**src/rtl/sckdiv_pkg.sv**
```systemverilog
package sckdiv_pkg;
  parameter int PRE_W = 2;
  parameter int SCL_W = 4;
  // widest half period: 7 * 2^(2^SCL_W - 1) / 2
  localparam int CNT_W = (1 << SCL_W) + 2;

  typedef struct packed {
    logic toggle;     // flip the clock this edge
    logic clear;      // force idle level this edge
    logic idleLevel;  // level the clock rests at
  } sckStrobe_t;

  function automatic logic [CNT_W-1:0] preFactor(input logic [PRE_W-1:0] code);
    case (code)
      2'd0:    return CNT_W'(2);
      2'd1:    return CNT_W'(3);
      2'd2:    return CNT_W'(5);
      default: return CNT_W'(7);
    endcase
  endfunction

  function automatic logic [CNT_W-1:0] scaleFactor(input logic [SCL_W-1:0] code);
    if (code < SCL_W'(4)) return CNT_W'(({28'd0, code} + 32'd1) * 32'd2);
    return CNT_W'(1) << code;
  endfunction
endpackage

```
**src/rtl/sckdiv_ctrl.sv**
```systemverilog
module sckdiv_ctrl
  import sckdiv_pkg::*;
(
  input  logic             clk,
  input  logic             rstN,
  input  logic             runEn,
  input  logic [PRE_W-1:0] preCode,
  input  logic [SCL_W-1:0] scaleCode,
  input  logic             cpol,
  output sckStrobe_t       strobe
);
  logic             active;
  logic [PRE_W-1:0] preLat;
  logic [SCL_W-1:0] scaleLat;
  logic             cpolLat;
  logic [CNT_W-1:0] cnt;
  logic [CNT_W-1:0] halfCount;
  logic [2*CNT_W-1:0] product;
  logic             atEnd;

  always_comb begin
    product   = preFactor(preLat) * scaleFactor(scaleLat);
    halfCount = product[CNT_W:1];
    atEnd     = (cnt == halfCount - CNT_W'(1));
  end

  always_ff @(posedge clk or negedge rstN) begin
    if (!rstN) begin
      active   <= 1'b0;
      preLat   <= '0;
      scaleLat <= '0;
      cpolLat  <= 1'b0;
      cnt      <= '0;
    end else begin
      if (!active) begin
        preLat   <= preCode;
        scaleLat <= scaleCode;
        cpolLat  <= cpol;
      end
      if (!runEn) begin
        active <= 1'b0;
        cnt    <= '0;
      end else if (!active) begin
        active <= 1'b1;
        cnt    <= '0;
      end else if (atEnd) begin
        cnt <= '0;
      end else begin
        cnt <= cnt + CNT_W'(1);
      end
    end
  end

  always_comb begin
    strobe.toggle    = active && runEn && atEnd;
    strobe.clear     = !runEn;
    strobe.idleLevel = active ? cpolLat : cpol;
  end

  assert_cfg_frozen_R7: assert property (@(posedge clk) disable iff (!rstN)
    (active && $past(active)) |-> $stable(halfCount));
  assert_count_bound_R3: assert property (@(posedge clk) disable iff (!rstN)
    active |-> (cnt < halfCount));
  assert_restart_zero_R8: assert property (@(posedge clk) disable iff (!rstN)
    $rose(active) |-> (cnt == '0));
endmodule

```
**src/rtl/sckdiv_datapath.sv**
```systemverilog
module sckdiv_datapath
  import sckdiv_pkg::*;
(
  input  logic       clk,
  input  logic       rstN,
  input  sckStrobe_t strobe,
  output logic       sckOut,
  output logic       leadPulse,
  output logic       trailPulse
);
  always_ff @(posedge clk or negedge rstN) begin
    if (!rstN) begin
      sckOut     <= 1'b0;
      leadPulse  <= 1'b0;
      trailPulse <= 1'b0;
    end else begin
      leadPulse  <= 1'b0;
      trailPulse <= 1'b0;
      if (strobe.clear) begin
        sckOut <= strobe.idleLevel;
      end else if (strobe.toggle) begin
        sckOut     <= ~sckOut;
        leadPulse  <= (sckOut == strobe.idleLevel);
        trailPulse <= (sckOut != strobe.idleLevel);
      end
    end
  end

  assert_pulse_exclusive_R6: assert property (@(posedge clk) disable iff (!rstN)
    $onehot0({leadPulse, trailPulse}));
  assert_pulse_moves_R6: assert property (@(posedge clk) disable iff (!rstN)
    (leadPulse || trailPulse) |-> (sckOut != $past(sckOut)));
  assert_idle_level_R4: assert property (@(posedge clk) disable iff (!rstN)
    $past(strobe.clear) |-> (sckOut == $past(strobe.idleLevel) && !leadPulse && !trailPulse));
endmodule

```
**src/rtl/sckdiv_top.sv**
```systemverilog
module sckdiv_top
  import sckdiv_pkg::*;
(
  input  logic             clk,
  input  logic             rstN,
  input  logic             runEn,
  input  logic [PRE_W-1:0] preCode,
  input  logic [SCL_W-1:0] scaleCode,
  input  logic             cpol,
  output logic             sckOut,
  output logic             leadPulse,
  output logic             trailPulse
);
  sckStrobe_t strobe;

  sckdiv_ctrl u_ctrl (
    .clk(clk), .rstN(rstN), .runEn(runEn), .preCode(preCode),
    .scaleCode(scaleCode), .cpol(cpol), .strobe(strobe)
  );

  sckdiv_datapath u_dp (
    .clk(clk), .rstN(rstN), .strobe(strobe),
    .sckOut(sckOut), .leadPulse(leadPulse), .trailPulse(trailPulse)
  );
endmodule

```
**config.mk**
```make
export PLATFORM = sky130hd
export DESIGN_NAME = sckdiv_top
export DESIGN_NICKNAME = d
export VERILOG_FILES = /design/src/rtl/sckdiv_pkg.sv /design/src/rtl/sckdiv_ctrl.sv /design/src/rtl/sckdiv_datapath.sv /design/src/rtl/sckdiv_top.sv
export SDC_FILE = /design/constraint.sdc
export NUM_CORES = 1
export LEC_CHECK = 0
export ABC_AREA = 1
export BUFFER_PORTS_ARGS = -buffer_cell sky130_fd_sc_hd__buf_2
export CAP_MARGIN = 0
export CORE_MARGIN = 4
export CORE_UTILIZATION = 35
export CTS_CLUSTER_SIZE = 28
export DETAILED_ROUTE_END_ITERATION = 10
export GPL_TIMING_DRIVEN = 0
export MAX_ROUTING_LAYER = met4
export SLEW_MARGIN = 20
export SYNTH_ARGS = -nofsm -noshare
export SYNTH_HDL_FRONTEND = slang
export SYNTH_SLANG_ARGS = --single-unit
```
**constraint.sdc**
```tcl
create_clock -name clk -period 5.3 [get_ports clk]
set_clock_uncertainty 0.15 [all_clocks]
set_input_delay 1.06 -clock clk [delete_from_list [all_inputs] [get_ports clk]]
set_output_delay 1.06 -clock clk [all_outputs]
set_load 0.005 [all_outputs]
```
==> results of run 1 <==
-- area by class of cell --
cell class / count / area (sq um)
Buffer: 6 / 30.0
Clock buffer: 6 / 129
Clock inverter: 2 / 10.0
Fill cell: 1262 / 6950
Inverter: 124 / 468
Multi-Input combinational cell: 528 / 2870
Sequential cell: 29 / 727
Tap cell: 143 / 179
Timing Repair Buffer: 12 / 60.1
-- how the worst max path moves through the flow --
stage | start | end | slack, ns | cells after the start
2_1_floorplan | u_ctrl.scaleLat[2]$_DFFE_PN0N_ | u_ctrl.cnt[10]$_DFF_PN0_ | 1.04 | 24
3_3_place_gp | u_ctrl.scaleLat[2]$_DFFE_PN0N_ | u_ctrl.cnt[14]$_DFF_PN0_ | 0.33 | 26
3_5_place_dp | u_ctrl.scaleLat[2]$_DFFE_PN0N_ | u_ctrl.cnt[13]$_DFF_PN0_ | 0.31 | 26
4_1_cts | u_ctrl.scaleLat[2]$_DFFE_PN0N_ | u_ctrl.cnt[13]$_DFF_PN0_ | 0.27 | 26
5_1_grt | u_ctrl.scaleLat[0]$_DFFE_PN0N_ | u_ctrl.cnt[16]$_DFF_PN0_ | 0.05 | 27
6_report | u_ctrl.scaleLat[0]$_DFFE_PN0N_ | u_ctrl.cnt[13]$_DFF_PN0_ | 0.52 | 29
-- sequential cells by signal, summed over array words and instances (netlist names) --
signal           cells
u_dp.leadPulse       1
u_ctrl.preLat        2
u_ctrl.scaleLat      4
u_ctrl.active        1
u_dp.sckOut          1
u_ctrl.cnt          18
u_ctrl.cpolLat       1
u_dp.trailPulse      1
-- metal layers --
layer | global-route usage, % | wire, microns | vias up
met5 | - | 0 | -
met4 | 6.34 | 310 | 0
met3 | 1.88 | 336 | 20
met2 | 26.4 | 4530 | 76
met1 | 21.9 | 4990 | 1911
li1 | - | - | 2159
-- worst register-to-register path: cells and delay by family, from the launching register on --
family / cells / cell delay (ns)
simple gates: 20 / 2.24
fa+ha+maj: 4 / 1.47
flops: 1 / 0.41
buf+inv: 4 / 0.32
compound gates: 1 / 0.10
-- what timing repair did --
item	CTS	global route
hold buffers	0	0
setup endpoints to repair	0	21
resized for setup	0	2
-- cells in the final DEF, fill, tap and decap left out, types with 3 or more instances in the layout --
master / count
sky130_fd_sc_hd__nand2_1: 224
sky130_fd_sc_hd__inv_1: 116
sky130_fd_sc_hd__nor2_1: 90
sky130_fd_sc_hd__nand3_1: 64
sky130_fd_sc_hd__dfrtp_1: 28
sky130_fd_sc_hd__ha_1: 26
sky130_fd_sc_hd__nand4_1: 22
sky130_fd_sc_hd__fa_1: 15
sky130_fd_sc_hd__a21oi_1: 14
sky130_fd_sc_hd__nand2_2: 13
sky130_fd_sc_hd__buf_2: 12
sky130_fd_sc_hd__xor2_1: 11
sky130_fd_sc_hd__nor3_1: 8
sky130_fd_sc_hd__clkbuf_1: 6
sky130_fd_sc_hd__nor2_2: 6
sky130_fd_sc_hd__inv_2: 6
sky130_fd_sc_hd__o21ai_0: 6
sky130_fd_sc_hd__clkbuf_16: 5
sky130_fd_sc_hd__nand3_2: 4
sky130_fd_sc_hd__nor2_4: 4
sky130_fd_sc_hd__mux2_2: 3
sky130_fd_sc_hd__a21oi_2: 3
sky130_fd_sc_hd__and2_1: 3
-- cell families after synthesis --
family	after synthesis	share of synthesized area, %
xor gates and xnor gates	13	2.78
DFF	29	17.7
muxes	3	0.826
AOI/OAI and AO/OA	25	3.34
adders and majority gates	41	15.3
buffers and inverters	131	12.3
and+or+nand+nor	444	47.6
other	2	0.184
-- report_power, final --
group	switching, mW	internal [mW]	leakage (nW)	total, mW
registers	0.00967	0.229	0.381	0.239
clock network	0.111	0.172	0.0706	0.284
logic	0.224	0.117	2.14	0.341
total	0.345	0.519	2.59	0.863
-- stage by stage --
| step | setup slack (ns) | cell area, sq um |
|---|---|---|
| final | 0.521 | 4470 |
| after global routing | 0.0496 | 4470 |
| after CTS | 0.274 | 4470 |
| after detailed placement | 0.314 | 4330 |
| after global placement | 0.331 | 4330 |
| after floorplan | 1.04 | 4090 |
-- cell usage after synthesis, types with 4 or more instances --
cell type                  number  area share, %
sky130_fd_sc_hd__nand2_1      224             21
sky130_fd_sc_hd__inv_1        116             11
sky130_fd_sc_hd__ha_1          26            8.0
sky130_fd_sc_hd__nor2_1        90            8.3
sky130_fd_sc_hd__nor2_2         6           0.92
sky130_fd_sc_hd__inv_2          6           0.55
sky130_fd_sc_hd__xor2_1        11            2.4
sky130_fd_sc_hd__fa_1          15            7.3
sky130_fd_sc_hd__a21oi_1       15            1.8
sky130_fd_sc_hd__clkbuf_1       6           0.55
sky130_fd_sc_hd__nand2_2       13            2.0
sky130_fd_sc_hd__dfrtp_1       29             18
sky130_fd_sc_hd__nor2_4         4            1.1
sky130_fd_sc_hd__o21ai_0        6           0.73
sky130_fd_sc_hd__nand3_1       64            7.8
sky130_fd_sc_hd__nor3_1         8           0.98
sky130_fd_sc_hd__nand3_2        4           0.98
sky130_fd_sc_hd__nand4_1       22            3.4
==> flow_metrics.tcl, run 1 <==
set metrics [dict create \
    hold_removal_path_class "flip-flop to flip-flop" \
    height_of_the_die_microns 116 \
    crit_fanout 5 \
    via_count 4166 \
    postSynthRegisterBits 29 \
    worst_setup_path_end_kind "flip-flop" \
    max_freq_mhz 209 \
    layout-drive-gt1-share_pct 8.91 \
    tritoncts "done" \
    first_iter_violations 227 \
    max_slew_margin_pct 53.7 \
    grt_max_degree 30 \
    postSynthNetCount 739 \
    post-cts-setup-buffers 0 \
    syn_to_final_growth_pct 9.27 \
    avgSynthCellArea_sq_um 5.94 \
    fin_util_pct 39.1 \
    hold-worst-slack_ns 0.367 \
    antenna_left 0 \
    numClockSinks 29 \
    synth-async-reset-ratio_pct 100 \
    synth_warnings 0 \
    grt_pass1_vias 3980 \
    clock_tree.buffer_depth 2 \
    reg2reg_to "u_ctrl.cnt[13]$_DFF_PN0_" \
    num-nets-final 757 \
    critPathMaxStageDelay_ns 0.50 \
    setup_total_negative_slack_ns 0 \
    core_area_sq_mm 0.0114 \
    final-instance-count-excl-fill 850 \
    routed_via_density 4.90 \
    tritoncts.num_buffers 5 \
    worstMarginPinSlew_ns 0.694 \
    htree_levels 2 \
    clk_transition_reported_paths_ns 0.06 \
    max-cap-violations 0 \
    drv_slew 0 \
    gp_congestion 0.890 \
    dp_hpwl_mm 8.62 \
    holdPathStages 1 \
    fin_crit_sh_pct 90.2 \
    top_level_ports 13 \
    ctsRootBufferMaster "sky130_fd_sc_hd__clkbuf_16" \
    synth.cell_area_sq_mm 0.00409 \
    post_synth_inst_count 688 \
    crit_slowest_cell "sky130_fd_sc_hd__fa_1" \
    rr_startpoint "u_ctrl.scaleLat[0]$_DFFE_PN0N_" \
    maximum_resistive_drop_on_vdd_mv 0.125 \
    floorplan.die_area_sq_mm 0.0135 \
    critical_path.top_delay_family "simple AND/OR/NAND/NOR gates" \
    placed_cells_incl_taps 843 \
    port_buffers 12 \
    hold_path_end "u_ctrl.cnt[0]$_DFF_PN0_" \
    run_status "complete, no violations" \
    post_drt_wl_per_cell_microns 12.0 \
    final-hold-violation-count 0 \
    wire_length_of_the_first_global_routing_pass_mm 17.7 \
    antenna_found_initial 0 \
    rsz0062_at_grt "no" \
    period_needed_ns 4.78 \
    route.final.wire_length_mm 10.2 \
    cp.required_ns 5.33 \
    die_w_microns 116 \
    power.density_mw_per_mm2 193 \
    hold_start "u_ctrl.cnt[0]$_DFF_PN0_" \
    timing.reg2reg.setup_slack_ns 0.52 \
    worst_setup_path_start_kind "flip-flop" \
    critPathBufInv 4 \
    yosys_most_used_dff "sky130_fd_sc_hd__dfrtp_1" \
    path_common_cell "sky130_fd_sc_hd__nand2_1" \
    clk_latency_ns 0.28 \
    crit_arrival_ns 4.81 \
    total_leakage_power_nw 2.59 \
    track_usage_pct 16.7 \
    num_rows 39 \
    power_uw 863 \
    diodes_inserted 0 \
    worstRegToRegCells 29 \
    drc_errors 0 \
    yosys.cell_types.count 32 \
    finalSetupViolations 0 \
    globalRoute.totalOverflow 0 \
    dr.pass1.iters 5 \
    number_of_synthesized_flops_with_an_enable_pin 0 \
    setup.worst_path.class "flip-flop to flip-flop" \
    floorplan.initialDensity_pct 35.8 \
    synth_seq_area_share_pct 17.7 \
]
No activity file was read; power rests on OpenSTA's default activity.
==> inputs of run 2 (changes only) <==
- CORE_UTILIZATION: 35 -> 55
- PLACE_DENSITY: not set -> 0.72
==> run 2 against run 1 <==
Against the previous run:
- clock power down 37%
- first-iteration DRC count rose by 16%
- core utilization is 21 points higher
- die area fell by 34%
- fmax shrank 2.2%
- power is 12% lower
- largest cell class unchanged
==> flow_metrics.tcl, run 2 (synthesis results as in run 1) <==
set metrics [dict create \
    max_freq_mhz 205 \
    worst_setup_path_start_kind "flip-flop" \
    setup.worst_path.class "flip-flop to flip-flop" \
    fin_util_pct 60.0 \
    finalSetupViolations 0 \
    post_drt_wl_per_cell_microns 12.3 \
    antenna_left 0 \
    height_of_the_die_microns 94.2 \
    critical_path.top_delay_family "simple AND/OR/NAND/NOR gates" \
    layout-drive-gt1-share_pct 8.77 \
    post-cts-setup-buffers 0 \
    track_usage_pct 25.0 \
    diodes_inserted 0 \
    syn_to_final_growth_pct 6.52 \
    wire_length_of_the_first_global_routing_pass_mm 17.4 \
    worstMarginPinSlew_ns 0.757 \
    max-cap-violations 0 \
    largest_register_ffs 18 \
    critPathBufInv 3 \
    pwr-share-seq_pct 31.4 \
    tritoncts "done" \
    total_leakage_power_nw 2.56 \
    floorplan.die_area_sq_mm 0.00888 \
    num-nets-final 757 \
    core_area_sq_mm 0.00725 \
    tritoncts.num_buffers 5 \
    critPathMaxStageDelay_ns 0.50 \
    top_level_ports 13 \
    num_rows 31 \
    max_slew_margin_pct 49.5 \
    commonest_non_fill_non_tap_cell_in_the_layout "sky130_fd_sc_hd__nand2_1" \
    port_buffers 12 \
    cp.required_ns 5.33 \
    clk_latency_ns 0.28 \
    final-hold-violation-count 0 \
    gp_congestion 0.921 \
    crit_arrival_ns 4.91 \
    maximum_resistive_drop_on_vdd_mv 0.126 \
    grt_max_degree 30 \
    via_count 4156 \
    rsz0062_at_grt "no" \
    net-switching-power_uw 320 \
    antenna_found_initial 0 \
    dr.pass1.iters 5 \
    share_comb_of_total_power_pct 45.0 \
    detailed_place.area_sq_mm 0.00427 \
    route.final.wire_length_mm 9.92 \
    numClockSinks 29 \
    largestRegisters "u_ctrl.cnt (18), u_ctrl.scaleLat (4), u_ctrl.preLat (2)" \
    power.density_mw_per_mm2 174 \
    hold_removal_path_class "flip-flop to flip-flop" \
    switching_share_pct 42.3 \
    drc_errors 0 \
    drv_slew 0 \
    routed_via_density 5.16 \
    htree_levels 2 \
    clock_tree.buffer_depth 2 \
    worst_setup_path_end_kind "flip-flop" \
    run_status "complete, no violations" \
    p_int_uw 437 \
    setup_total_negative_slack_ns 0 \
    power_uw 757 \
    crit_slowest_cell "sky130_fd_sc_hd__fa_1" \
    grt_pass1_vias 3919 \
    crit_fanout 9 \
    regMostFlops "u_ctrl.cnt" \
    path_common_cell "sky130_fd_sc_hd__nand2_1" \
    die_w_microns 94.2 \
    dp_hpwl_mm 8.29 \
    floorplan.initialDensity_pct 56.4 \
    fin_crit_sh_pct 92.2 \
    globalRoute.totalOverflow 0 \
    final_cell_mix "sky130_fd_sc_hd__nand2_1 (224), sky130_fd_sc_hd__inv_1 (116), sky130_fd_sc_hd__nor2_1 (90)" \
    ctsRootBufferMaster "sky130_fd_sc_hd__clkbuf_8" \
    period_needed_ns 4.89 \
    design_area_sq_mm 0.00436 \
    clk_transition_reported_paths_ns 0.07 \
    pwr-share-clk_pct 23.6 \
    first_iter_violations 263 \
]
-- run 2: changes by cell type in the layout (fill, tap and decap cells not counted) --
cell and change:
sky130_fd_sc_hd__clkbuf_16 -5, sky130_fd_sc_hd__clkbuf_8 +5, sky130_fd_sc_hd__dfrtp_2 -1, sky130_fd_sc_hd__dfrtp_1 +1
-- run 2: final timing paths --
kind                                           startpoint                       end  slack (ns)  cells after the start
setup reg to reg           u_ctrl.scaleLat[2]$_DFFE_PN0N_   u_dp.sckOut$_DFFE_PN0P_        0.41                     27
min in group asynchronous                            rstN  u_ctrl.cnt[17]$_DFF_PN0_        0.68                      1
hold / removal                    u_ctrl.cnt[0]$_DFF_PN0_   u_ctrl.cnt[0]$_DFF_PN0_        0.37                      1
max in group asynchronous                            rstN   u_ctrl.cnt[8]$_DFF_PN0_        3.81                      1
hold reg to reg                   u_ctrl.cnt[0]$_DFF_PN0_   u_ctrl.cnt[0]$_DFF_PN0_        0.37                      1
setup / recovery           u_ctrl.scaleLat[2]$_DFFE_PN0N_   u_dp.sckOut$_DFFE_PN0P_        0.41                     27
-- run 2: what timing repair did --
| action | 4_1_cts | 5_1_grt |
|---|---|---|
| gates resized for setup | 0 | 1 |
| hold buffers | 0 | 0 |
| setup endpoints to repair | 0 | 11 |
-- run 2: power groups by stage --
stage / Combinational (mW) / Sequential (mW) / Clock (mW)
floorplan: 0.270 / 0.239 / 0
global placement: 0.331 / 0.240 / 0
detailed placement: 0.339 / 0.241 / 0
CTS: 0.341 / 0.237 / 0.185
global route: 0.395 / 0.239 / 0.195
finish: 0.340 / 0.238 / 0.178
-- run 2: stage by stage --
step / setup WS, ns / hold slack [ns] / cells
2_1_floorplan: 1.04 / 0.319 / 688
3_3_place_gp: 0.425 / 0.355 / 799
3_5_place_dp: 0.348 / 0.361 / 799
4_1_cts: 0.317 / 0.378 / 807
5_1_grt: 0.0198 / 0.394 / 806
6_report: 0.415 / 0.368 / 806
-- run 2: metal layers --
layer / track usage [%] / share of wire [%] / vias to the layer above
met3: 3.21 / 5.1 / 10
li1: - / - / 2163
met5: - / 0 / -
met4: 4.33 / 1.0 / 0
met1: 34.6 / 50 / 1887
met2: 39.9 / 44 / 96
-- run 2: area by class of cell --
type	count	area (sq um)
fill	768	2900
multi-input combinational	528	2870
sequential	29	726
inverter	124	468
tap	99	124
clock buffer	6	72.6
timing repair buffer	12	60.1
buffer	6	30.0
clock inverter	2	10.0
